--- config.mk ---
export PLATFORM = sky130hd
export DESIGN_NAME = spi_hold_gate
export DESIGN_NICKNAME = d
export VERILOG_FILES = /design/src/rtl/spi_hold_gate.sv
export SDC_FILE = /design/constraint.sdc
export NUM_CORES = 1
export LEC_CHECK = 0
export ABC_AREA = 1
export CORE_AREA = 2 2 39 41
export CTS_BUF_LIST = sky130_fd_sc_hd__clkbuf_4
export CTS_CLUSTER_SIZE = 40
export DETAILED_ROUTE_END_ITERATION = 16
export DIE_AREA = 0 0 41 43
export PLACE_DENSITY = 0.37
export SLEW_MARGIN = 0
export SYNTH_ARGS = -nofsm -noshare
export SYNTH_HDL_FRONTEND = slang
export SYNTH_SLANG_ARGS = --single-unit
--- constraint.sdc ---
create_clock -name clk -period 1.1 [get_ports clk]
set_clock_uncertainty 0.1 [all_clocks]
set_input_delay 0.11 -clock clk [delete_from_list [all_inputs] [get_ports clk]]
set_output_delay 0.11 -clock clk [all_outputs]
set_load 0.05 [all_outputs]
--- src/rtl/spi_hold_gate.sv ---
module spi_hold_gate (
  input  logic clk,
  input  logic rst_n,
  input  logic sck,
  input  logic cs_n,
  input  logic hold_n,
  input  logic hold_dis,
  output logic sck_rise_en,
  output logic sck_fall_en,
  output logic so_oe
);

  logic sck_q;
  logic held_q;
  logic held_d;
  logic armed;

  assign armed  = !cs_n && !hold_dis;
  assign held_d = armed && (sck ? held_q : !hold_n);

  always_ff @(posedge clk or negedge rst_n) begin
    if (!rst_n) begin
      sck_q  <= 1'b0;
      held_q <= 1'b0;
    end else begin
      sck_q  <= sck;
      held_q <= held_d;
    end
  end

  assign sck_rise_en = sck && !sck_q && !held_q;
  assign sck_fall_en = !sck && sck_q && !held_q;
  assign so_oe       = !cs_n && (hold_dis || (hold_n && !held_d));

  logic last_rise, seen, dis_q;

  always_ff @(posedge clk or negedge rst_n) begin
    if (!rst_n) begin
      last_rise <= 1'b0;
      seen      <= 1'b0;
      dis_q     <= 1'b0;
    end else begin
      dis_q <= hold_dis;
      if (cs_n || (hold_dis != dis_q)) begin
        seen      <= 1'b0;
        last_rise <= 1'b0;
      end else if (sck_rise_en || sck_fall_en) begin
        seen      <= 1'b1;
        last_rise <= sck_rise_en;
      end
    end
  end

  assert_held_blocks_R2: assert property (@(posedge clk) disable iff (!rst_n)
    held_q && !hold_n |-> !sck_rise_en && !sck_fall_en);

  assert_oe_drop_R6: assert property (@(posedge clk) disable iff (!rst_n)
    $fell(hold_n) && !hold_dis |-> !so_oe);

  assert_dis_ignores_R7: assert property (@(posedge clk) disable iff (!rst_n)
    hold_dis && !cs_n |-> so_oe);

  assert_cs_clears_R8: assert property (@(posedge clk) disable iff (!rst_n)
    cs_n |=> !held_q);

  assert_rise_alt_R10: assert property (@(posedge clk) disable iff (!rst_n)
    sck_rise_en && seen && !cs_n && (hold_dis == dis_q) |-> !last_rise);

  assert_fall_alt_R10: assert property (@(posedge clk) disable iff (!rst_n)
    sck_fall_en && seen && !cs_n && (hold_dis == dis_q) |-> last_rise);

endmodule

==> results.py <==
metrics = {
    "die": {
        "die_h_um": 43,
        "dieArea_mm2": 0.001763,
        "start_util": 0.08137,
        "io_pins": 9,
        "rows": 14,
        "chipWidth_um": 41,
        "core_area_mm2": 0.001384,
    },
    "sta": {
        "timing.final.max_slew_violations": 0,
        "fin_tns_setup_ns": -0.6010,
        "hold_violations": 0,
        "maxSlewHeadroom": 0.9069,
        "tightest_slew_ns": 0.1397,
        "min_period_ns": 1.334,
        "max_freq_ghz": 0.7495,
        "grt_setup_unrepaired": "yes",
        "period_share": 1.213,
        "worst_slack_ns": -0.2343,
        "finalSetupViolCount": 3,
        "timing.hold.ws_ns": 0.1081,
    },
    "outcome": {
        "violations": "setup timing",
        "status": "finished, violations left",
    },
    "grt": {
        "grt_start_max_net_pins": 4,
        "grt_usage": 0.05823,
        "antenna_found_initial": 0,
        "grt_pass1_wl_um": 607,
        "grt_pass1_vias": 161,
        "grt_overflow": 0,
    },
    "synthesis": {
        "yosysWarnings": 0,
        "synth.cell_area_um2": 112.6,
        "yosysSeqAreaShare": 0.4444,
        "yosys_register_bits": 2,
        "ys_types": 8,
        "syn_avg_cell_area_um2": 7.507,
        "syn_nets": 21,
        "synthCells": 15,
    },
    "clock_tree": {
        "root_buffer": "clkbuf_4",
        "clk_pin_slew_ns": 0.03,
        "cts.sinks": 2,
        "cts_made_buffers": 3,
        "cts_tree": "done",
        "htreeDepth": 1,
        "clock_path_buffers": 2,
        "insertion_delay_ns": 0.22,
    },
    "power": {
        "p_int_uw": 264.1,
        "p_per_area_mw_per_mm2": 1036,
        "p_leak_uw": 0.0001661,
        "vdd_drop_max_mv": 0.3481,
        "power.switching_uw": 96.23,
        "pwr-share-comb": 0.340,
        "clkPwrFrac": 0.436,
        "p_sw_frac": 0.2670,
        "seqPwrFrac": 0.223,
    },
    "detailed_routing": {
        "vias": 158,
        "wl_um": 342,
        "viasPerCell": 3.224,
        "drtPass1Iterations": 2,
        "drc": 0,
        "wl_per_cell_um": 6.980,
        "drt_iter0_drc": 2,
        "ant_nets": 0,
    },
    "flow_run": {
        "cap_violations": 0,
    },
    "cells_and_area": {
        "final_cell_mix": "buf_4, clkdlybuf4s50_1, inv_1, clkbuf_4, buf_12",
        "seqCellArea_um2": 50.05,
        "area_growth_syn_to_layout_pct": 208.9,
        "fill_cells": 160,
        "num-nets-final": 41,
        "multi_input_area_um2": 72.57,
        "layout_commonest_cell": "buf_4",
        "diodes": 0,
        "drive_above_1_share": 0.5758,
    },
    "hold_path": {
        "hold_class": "input port to register",
        "hold_path_depth": 1,
        "hp-start": "sck",
        "hold_end": "sck_q",
    },
    "worst_setup_path": {
        "crit_type": "register to output pin",
        "r2r_start": "held_q",
        "crit_arrival_ns": 1.12,
        "cp.required_ns": 0.89,
        "critical_path.startpoint_type": "register",
        "cp_max_fo": 2,
        "cp-end-kind": "output pin",
        "r2r-end": "held_q",
        "r2r_cells": 4,
        "reg2reg_slack_ns": 0.30,
    },
    "place": {
        "io_buffers": 8,
        "detailed_place_hpwl_um": 284.2,
        "gp_congestion": 0.5438,
    },
}
[how the worst max path moves through the flow]
| stage | cells past startpoint | endpoint | from | slack, ns |
|---|---|---|---|---|
| 3_5_place_dp | 6 | so_oe | sck | -0.30 |
| 3_3_place_gp | 6 | so_oe | sck | -0.28 |
| 2_1_floorplan | 5 | so_oe | held_q | -0.05 |
| 6_report | 6 | so_oe | held_q | -0.23 |
| 4_1_cts | 6 | so_oe | held_q | -0.26 |
| 5_1_grt | 6 | so_oe | held_q | -0.31 |
[area by class of cell]
class / count / area share
Sequential cell: 2 / 0.1439
Multi-Input combinational cell: 9 / 0.2086
Inverter: 4 / 0.04317
Timing Repair Buffer: 15 / 0.4820
Tap cell: 16 / 0.05755
Clock buffer: 3 / 0.06475
[through the flow]
step           cells  total power (µW)  utilization  setup slack (ns)  area [µm²]
4_1_cts           49             373.3       0.2514           -0.2560       347.8
3_3_place_gp      43             190.3       0.2061           -0.2769       285.3
6_report          49             360.4       0.2514           -0.2343       347.8
5_1_grt           49             390.0       0.2514           -0.3099       347.8
3_5_place_dp      43             191.1       0.2061           -0.3046       285.3
2_1_floorplan     15             124.7            -          -0.04957       125.1
[power groups by stage]
stage | sequential, µW | clock (µW) | combinational [µW]
6_report | 80.4 | 157 | 123
5_1_grt | 80.7 | 179 | 131
4_1_cts | 80.5 | 168 | 125
3_5_place_dp | 80.7 | 0 | 110
3_3_place_gp | 80.4 | 0 | 110
2_1_floorplan | 80.2 | 0 | 44.4
[flip-flops by register name (all words and copies together) (netlist names)]
| signal | flops |
|---|---|
| sck_q | 1 |
| held_q | 1 |
[timing repair]
| item | CTS | global route |
|---|---|---|
| pin swaps | 2 | 2 |
| setup endpoints to repair | 3 | 3 |
| hold buffers | 1 | 0 |
| setup buffers | 2 | 1 |
| gates resized for setup | 5 | 1 |
| hold endpoints to repair | 2 | 0 |
[critical path, cell delays in order, from the launching register on]
cell	delay (ns)
dfrtp_1	0.37
inv_1	0.06
nand2_2	0.05
nand3_2	0.07
nand2_2	0.06
a21oi_4	0.14
buf_12	0.15
[cells by family (layout without fill, tap and decap cells)]
kind of cell    after synthesis  after routing  share of synthesized area
simple gates                  8              8                     0.3445
flops                         2              2                     0.4445
compound gates                1              1                    0.07779
buf+inv                       4             22                     0.1333
[synth_stat cells (all sizes together)]
master  instances  area, µm²
a21oi           1      8.760
dfrtp           2      50.05
inv             4      15.01
nand2           4      17.52
nand3           1      10.01
nor2            3      11.26
[layer usage]
layer  up-vias  global-route usage  routed length [µm]
li1         82                   -                   -
met1        67             0.05788                 131
met2         9             0.06563                 157
met3         0             0.06806                  53
met4         0             0.04000                   0
met5         -                   0                   0
Power figures use the tool's default switching activity.
